**config.mk**
```make
export PLATFORM = sky130hd
export DESIGN_NAME = alu_exec_stage
export DESIGN_NICKNAME = d
export VERILOG_FILES = /design/src/rtl/alu_imm_pkg.sv /design/src/rtl/alu_op_decode.sv /design/src/rtl/alu_arith_unit.sv /design/src/rtl/alu_div_unit.sv /design/src/rtl/alu_cmp_unit.sv /design/src/rtl/alu_exec_stage.sv
export SDC_FILE = /design/constraint.sdc
export NUM_CORES = 2
export LEC_CHECK = 0
export ABC_AREA = 1
export BUFFER_PORTS_ARGS = -buffer_cell sky130_fd_sc_hd__buf_2
export CORE_ASPECT_RATIO = 0.5
export CORE_MARGIN = 1.5
export CORE_UTILIZATION = 50
export CTS_BUF_LIST = sky130_fd_sc_hd__clkbuf_16
export DETAILED_ROUTE_END_ITERATION = 16
export GPL_ROUTABILITY_DRIVEN = 0
export PLACE_DENSITY_LB_ADDON = 0.08
export SLEW_MARGIN = 30
export SYNTH_ARGS = -nofsm -noshare
export SYNTH_HDL_FRONTEND = slang
export SYNTH_SLANG_ARGS = --single-unit
```
**constraint.sdc**
```tcl
create_clock -name clk -period 254.6 [get_ports clk]
set_clock_uncertainty 0.05 [all_clocks]
set_input_delay 50.92 -clock clk [delete_from_list [all_inputs] [get_ports clk]]
set_output_delay 50.92 -clock clk [all_outputs]
set_load 0.03 [all_outputs]
```
**src/rtl/alu_imm_pkg.sv**
```systemverilog
package alu_imm_pkg;

    localparam int XLEN  = 32;
    localparam int OPC_W = 6;

    typedef enum logic [4:0] {
        FN_NONE, FN_ADD, FN_SUB, FN_MUL, FN_DIV, FN_MOD,
        FN_AND, FN_OR, FN_XOR,
        FN_EQ, FN_NE, FN_LT, FN_LE, FN_GT, FN_GE,
        FN_SHL, FN_SHR, FN_LIT, FN_NOT, FN_INC, FN_DEC
    } alu_fn_e;

    typedef enum logic [1:0] {
        UNIT_ARITH, UNIT_DIV, UNIT_CMP
    } alu_unit_e;

    typedef struct packed {
        alu_fn_e   fn;
        alu_unit_e unit;
        logic      wb;
        logic      reject;
    } dec_t;

endpackage

```
**src/rtl/alu_op_decode.sv**
```systemverilog
module alu_op_decode
    import alu_imm_pkg::*;
#(
    parameter int OPC_W_P = OPC_W
) (
    input  logic [OPC_W_P-1:0] opcode,
    output dec_t               dec
);
    alu_fn_e fn;

    always_comb begin
        unique case (int'(opcode))
            1, 17:   fn = FN_ADD;
            2, 18:   fn = FN_SUB;
            3:       fn = FN_MUL;
            4:       fn = FN_DIV;
            5, 19:   fn = FN_AND;
            6, 20:   fn = FN_OR;
            7:       fn = FN_XOR;
            8:       fn = FN_MOD;
            9, 21:   fn = FN_EQ;
            10:      fn = FN_NE;
            11, 22:  fn = FN_LT;
            12, 23:  fn = FN_LE;
            13:      fn = FN_GT;
            14:      fn = FN_GE;
            15, 24:  fn = FN_SHL;
            16, 25:  fn = FN_SHR;
            26:      fn = FN_INC;
            27:      fn = FN_DEC;
            28:      fn = FN_LIT;
            30:      fn = FN_NOT;
            default: fn = FN_NONE;
        endcase
    end

    always_comb begin
        dec.fn     = fn;
        dec.reject = (fn == FN_NONE);
        dec.wb     = (fn == FN_INC) || (fn == FN_DEC);
        case (fn)
            FN_DIV, FN_MOD:                             dec.unit = UNIT_DIV;
            FN_EQ, FN_NE, FN_LT, FN_LE, FN_GT, FN_GE:   dec.unit = UNIT_CMP;
            default:                                    dec.unit = UNIT_ARITH;
        endcase
    end
endmodule

```
**src/rtl/alu_arith_unit.sv**
```systemverilog
module alu_arith_unit
    import alu_imm_pkg::*;
#(
    parameter int DATA_W = XLEN
) (
    input  alu_fn_e           fn,
    input  logic [DATA_W-1:0] lhs,
    input  logic [DATA_W-1:0] rhs,
    output logic [DATA_W-1:0] res
);
    localparam int SH_W = $clog2(DATA_W);

    logic [SH_W-1:0]     shamt;
    logic [2*DATA_W-1:0] prod;

    assign shamt = rhs[SH_W-1:0];
    assign prod  = lhs * rhs;

    always_comb begin
        case (fn)
            FN_ADD:  res = lhs + rhs;
            FN_SUB:  res = lhs - rhs;
            FN_MUL:  res = prod[DATA_W-1:0];
            FN_AND:  res = lhs & rhs;
            FN_OR:   res = lhs | rhs;
            FN_XOR:  res = lhs ^ rhs;
            FN_SHL:  res = lhs << shamt;
            FN_SHR:  res = lhs >> shamt;
            FN_LIT:  res = rhs;
            FN_NOT:  res = (lhs == '0) ? DATA_W'(1) : '0;
            FN_INC:  res = rhs + DATA_W'(1);
            FN_DEC:  res = rhs - DATA_W'(1);
            default: res = '0;
        endcase
    end
endmodule

```
**src/rtl/alu_div_unit.sv**
```systemverilog
module alu_div_unit
    import alu_imm_pkg::*;
#(
    parameter int DATA_W = XLEN
) (
    input  logic              want_rem,
    input  logic [DATA_W-1:0] dividend,
    input  logic [DATA_W-1:0] divisor,
    output logic [DATA_W-1:0] res,
    output logic              by_zero
);
    localparam logic [DATA_W-1:0] MOST_NEG = {1'b1, {(DATA_W-1){1'b0}}};

    logic signed [DATA_W-1:0] sq, sr;
    logic                     ovf;

    assign by_zero = (divisor == '0);
    assign ovf     = (dividend == MOST_NEG) && (divisor == '1);

    always_comb begin
        if (by_zero || ovf) begin
            sq = '0;
            sr = '0;
        end else begin
            sq = $signed(dividend) / $signed(divisor);
            sr = $signed(dividend) % $signed(divisor);
        end
    end

    always_comb begin
        if (by_zero)       res = '0;
        else if (ovf)      res = want_rem ? '0 : MOST_NEG;
        else if (want_rem) res = sr;
        else               res = sq;
    end
endmodule

```
**src/rtl/alu_cmp_unit.sv**
```systemverilog
module alu_cmp_unit
    import alu_imm_pkg::*;
#(
    parameter int DATA_W = XLEN
) (
    input  alu_fn_e           fn,
    input  logic [DATA_W-1:0] lhs,
    input  logic [DATA_W-1:0] rhs,
    output logic [DATA_W-1:0] res
);
    logic eq, lt, truth;

    assign eq = (lhs == rhs);
    assign lt = ($signed(lhs) < $signed(rhs));

    always_comb begin
        case (fn)
            FN_EQ:   truth = eq;
            FN_NE:   truth = !eq;
            FN_LT:   truth = lt;
            FN_LE:   truth = lt || eq;
            FN_GT:   truth = !(lt || eq);
            FN_GE:   truth = !lt;
            default: truth = 1'b0;
        endcase
        res = {{(DATA_W-1){1'b0}}, truth};
    end
endmodule

```
**src/rtl/alu_exec_stage.sv**
```systemverilog
module alu_exec_stage
    import alu_imm_pkg::*;
#(
    parameter int DATA_W = XLEN,
    parameter int OP_W   = OPC_W
) (
    input  logic              clk,
    input  logic              rst_n,
    input  logic              in_valid,
    input  logic [OP_W-1:0]   opcode,
    input  logic [DATA_W-1:0] operand,
    input  logic [DATA_W-1:0] acc,
    output logic              out_valid,
    output logic              acc_we,
    output logic [DATA_W-1:0] acc_result,
    output logic              wb_we,
    output logic [DATA_W-1:0] wb_data,
    output logic              div_zero,
    output logic              op_reject
);
    typedef struct packed {
        logic              vld;
        logic              we;
        logic [DATA_W-1:0] res;
        logic              wbe;
        logic [DATA_W-1:0] wbd;
        logic              dz;
        logic              rej;
    } stage_t;

    dec_t              dec;
    logic [DATA_W-1:0] arith_res, div_res, cmp_res, sel_res;
    logic              dz_raw;
    stage_t            st_d, st_q;

    alu_op_decode #(.OPC_W_P(OP_W)) u_dec (
        .opcode (opcode),
        .dec    (dec)
    );

    alu_arith_unit #(.DATA_W(DATA_W)) u_arith (
        .fn  (dec.fn),
        .lhs (acc),
        .rhs (operand),
        .res (arith_res)
    );

    alu_div_unit #(.DATA_W(DATA_W)) u_div (
        .want_rem (dec.fn == FN_MOD),
        .dividend (acc),
        .divisor  (operand),
        .res      (div_res),
        .by_zero  (dz_raw)
    );

    alu_cmp_unit #(.DATA_W(DATA_W)) u_cmp (
        .fn  (dec.fn),
        .lhs (acc),
        .rhs (operand),
        .res (cmp_res)
    );

    always_comb begin
        case (dec.unit)
            UNIT_DIV: sel_res = div_res;
            UNIT_CMP: sel_res = cmp_res;
            default:  sel_res = arith_res;
        endcase
    end

    always_comb begin
        st_d = '0;
        if (in_valid) begin
            st_d.vld = 1'b1;
            st_d.rej = dec.reject;
            if (!dec.reject) begin
                st_d.we  = 1'b1;
                st_d.res = sel_res;
                st_d.dz  = (dec.unit == UNIT_DIV) && dz_raw;
                st_d.wbe = dec.wb;
                st_d.wbd = dec.wb ? sel_res : '0;
            end
        end
    end

    always_ff @(posedge clk) begin
        if (!rst_n) st_q <= '0;
        else        st_q <= st_d;
    end

    assign out_valid  = st_q.vld;
    assign acc_we     = st_q.we;
    assign acc_result = st_q.res;
    assign wb_we      = st_q.wbe;
    assign wb_data    = st_q.wbd;
    assign div_zero   = st_q.dz;
    assign op_reject  = st_q.rej;
endmodule

```
==> flow_metrics.py <==
metrics = {
    "synth": {
        "ys.flop_type": "dfxtp_1",
        "synth-simple-area-share_pct": 30.8,
        "synth-xor-area-share_pct": 6.49,
        "synthAdderAreaFrac_pct": 29.3,
        "ys_ff_latch": 69,
        "synth.largest_area_cell": "nand2_1",
        "synth_edf_count": 0,
        "yosysUniqueCellTypes": 86,
        "async_flop_share_pct": 0,
        "avgSynthCellArea_um2": 6.06,
        "synth-compound-area-share_pct": 16.5,
        "synth_nets": 11496,
        "syn_area_mm2": 0.0620,
        "yosysSeqAreaShare_pct": 2.23,
        "synth_mux_area_share_pct": 0.0969,
        "synth_area_leaders": "nand2_1, ha_1, fa_1",
        "syn-instance-count": 10219,
        "synth.top_cell.area_share_pct": 16.8,
        "synth-warning-count": 0,
        "synth_top_family_by_area": "simple AND/OR/NAND/NOR gates",
    },
    "global_routing": {
        "grt_pass1_vias": 62584,
        "grt_first_pass_wirelength_mm": 373,
        "grt_antenna_before_repair": 21,
        "met3_usage_pct": 8.38,
        "gr-max-usage-layer": "met2",
        "grt-ovfl-total": 0,
        "grtUsageMet1_pct": 50.9,
        "track_usage_pct": 38.4,
        "grt_use_met2_pct": 58.7,
        "grt_max_degree": 73,
    },
    "power_and_ir_drop": {
        "total_power_w": 0.000675,
        "power_density_mw_per_mm2": 10.5,
        "p_leak_nw": 36.0,
        "worst_ir_drop_vdd_v": 0.0000250,
    },
    "outcome": {
        "status": "finished clean",
    },
    "sta": {
        "relSlewSlack_pct": 19.5,
        "tightest_slew_ns": 1.20,
        "hold_viol_final": 0,
        "setup_tns_ns": 0,
        "fin_hold_ws_ns": 50.77,
        "finalSetupViolations": 0,
        "period_share_pct": 55.1,
        "fmax_mhz": 7.13,
        "drv_slew": 0,
        "rsz0062_at_grt": "no",
        "fin_crit_ns": 140.30,
    },
    "worst_setup_path": {
        "crit_start": "operand[4]",
        "cpMostUsedCell": "nand2_1",
        "worstPathMaxFanout": 50,
        "cpPeakStageDelay_ns": 0.72,
        "end_kind": "register",
        "cp_slowest_cell": "inv_1",
        "critical_path_class": "input pin to register",
        "cp.arrival_ns": 140.55,
        "cp.required_ns": 254.85,
        "cp-start-kind": "input pin",
    },
    "route": {
        "totalWireLength_mm": 249,
        "firstDrtPassIters": 7,
        "ant_nets": 0,
        "wl_per_cell_um": 21.0,
        "via_per_inst": 5.74,
        "vias": 67847,
        "drtIter0Drc": 7790,
        "drc": 0,
    },
    "worst_hold_path": {
        "hp-start": "in_valid",
        "min_path_type": "input pin to register",
    },
    "cells_and_area": {
        "multi_input_area_mm2": 0.0516,
        "mostFrequentLayoutCells": "nand2_1, inv_1, ha_1, nor2_1, a21oi_1",
        "final_area_mm2": 0.0640,
        "nFillCells": 13085,
        "final_common_cell": "nand2_1",
        "layout.nets": 11416,
        "regArea_mm2": 0.00138,
        "finish.utilization_pct": 52.0,
        "drive_above_1_share_pct": 5.77,
        "area_growth_syn_to_layout_pct": 3.35,
    },
    "clock_tree": {
        "cts-htree-levels": 3,
        "cts_buffers": 9,
        "post_cts_buffers": 0,
        "clk_pin_slew_worst_paths_ns": 0.08,
        "clock_sinks": 69,
        "cts_resized": 0,
        "cts_tree": "built",
        "hold_buffers": 0,
        "clockRootBuffer": "clkbuf_16",
        "clock_path_buffers": 2,
    },
    "placement": {
        "io_buffer_count": 141,
        "hpwl_mm": 195,
        "placed_cell_area_mm2": 0.0637,
    },
    "floorplan": {
        "design.portCount": 142,
        "placementRows": 91,
        "dieArea_mm2": 0.126,
        "coreArea_mm2": 0.123,
        "die_h_um": 252,
        "start_util_pct": 50.3,
        "die_w_um": 501,
    },
    "flow_run": {
        "maxCapViolCount": 0,
    },
}
## worst paths after layout
| kind | slack, ns | to | cells past startpoint |
|---|---|---|---|
| worst max-delay path | 114.30 | wb_data[30] | 540 |
| worst min-delay path | 50.77 | out_valid | 3 |
## critical path, delay by kind of cell
family,cells,cell delay (ns)
AO/OA/AOI/OAI,155,29.63
adder cells (fa/ha/maj),32,10.26
AND/OR/NAND/NOR,264,36.18
buffers and inverters,88,13.09
XOR/XNOR,1,0.16
## state kept, by name (all words and copies together), names as in the netlist
register	count
wb_data	32
op_reject	1
div_zero	1
acc_we	1
acc_result	32
wb_we	1
out_valid	1
## where the power goes
group / internal, W / total (W) / leakage, nW / switching, W
Combinational: 0.000235 / 0.000650 / 35.3 / 0.000415
Clock: 0.00000773 / 0.0000137 / 0.143 / 0.00000592
Sequential: 0.0000114 / 0.0000116 / 0.557 / 0.000000248
## synthesized netlist by cell type (29+ instances only)
master	instances
o211ai_1	38
o221ai_1	42
o2111ai_1	30
inv_1	1843
dfxtp_1	69
nand4_1	78
a211oi_1	32
a21o_1	32
fa_1	411
nand3_1	509
inv_2	32
buf_4	33
xor2_1	277
o21ai_1	87
o21ai_0	457
nand2_1	2774
a21oi_1	665
o21a_1	31
o21bai_1	41
clkbuf_1	152
nor4_1	42
o22ai_1	30
and2_1	35
a31oi_1	56
xnor2_1	182
buf_2	42
buf_1	61
a21boi_0	36
o21ai_2	29
or2_2	97
nor3_1	130
nand2_2	40
ha_1	793
nor2_1	684
## layer usage
metal  wire [um]  vias up
li1            -    32486
met1      103000    31153
met2      103000     3387
met3       27900      803
met4       14500       18
met5         123        -
## per-stage QoR
stage	setup slack, ns	std cells
floorplan	133.14	10219
global placement	117.50	11802
detailed placement	115.08	11802
CTS	115.15	11818
global route	104.65	11820
finish	114.30	11827
## final cells by class
type / instances / area share (%)
Clock inverter: 7 / 0.125
Multi-Input combinational cell: 7919 / 80.6
Inverter: 1886 / 11.1
Sequential cell: 69 / 2.16
Timing Repair Buffer: 254 / 2.43
Antenna cell: 9 / 0.0352
Clock buffer: 9 / 0.352
Tap cell: 1674 / 3.27
## cells by family (layout without fill, tap and decap cells)
group	Yosys count	after routing
adder cells (fa/ha/maj)	1204	1204
other	0	9
XOR/XNOR	459	459
buffers and inverters	2231	2156
AO/OA/AOI/OAI	1741	1741
flip-flops	69	69
AND/OR/NAND/NOR	4509	4509
multiplexers	6	6
Note: power is estimated with default switching activity, not from simulation.
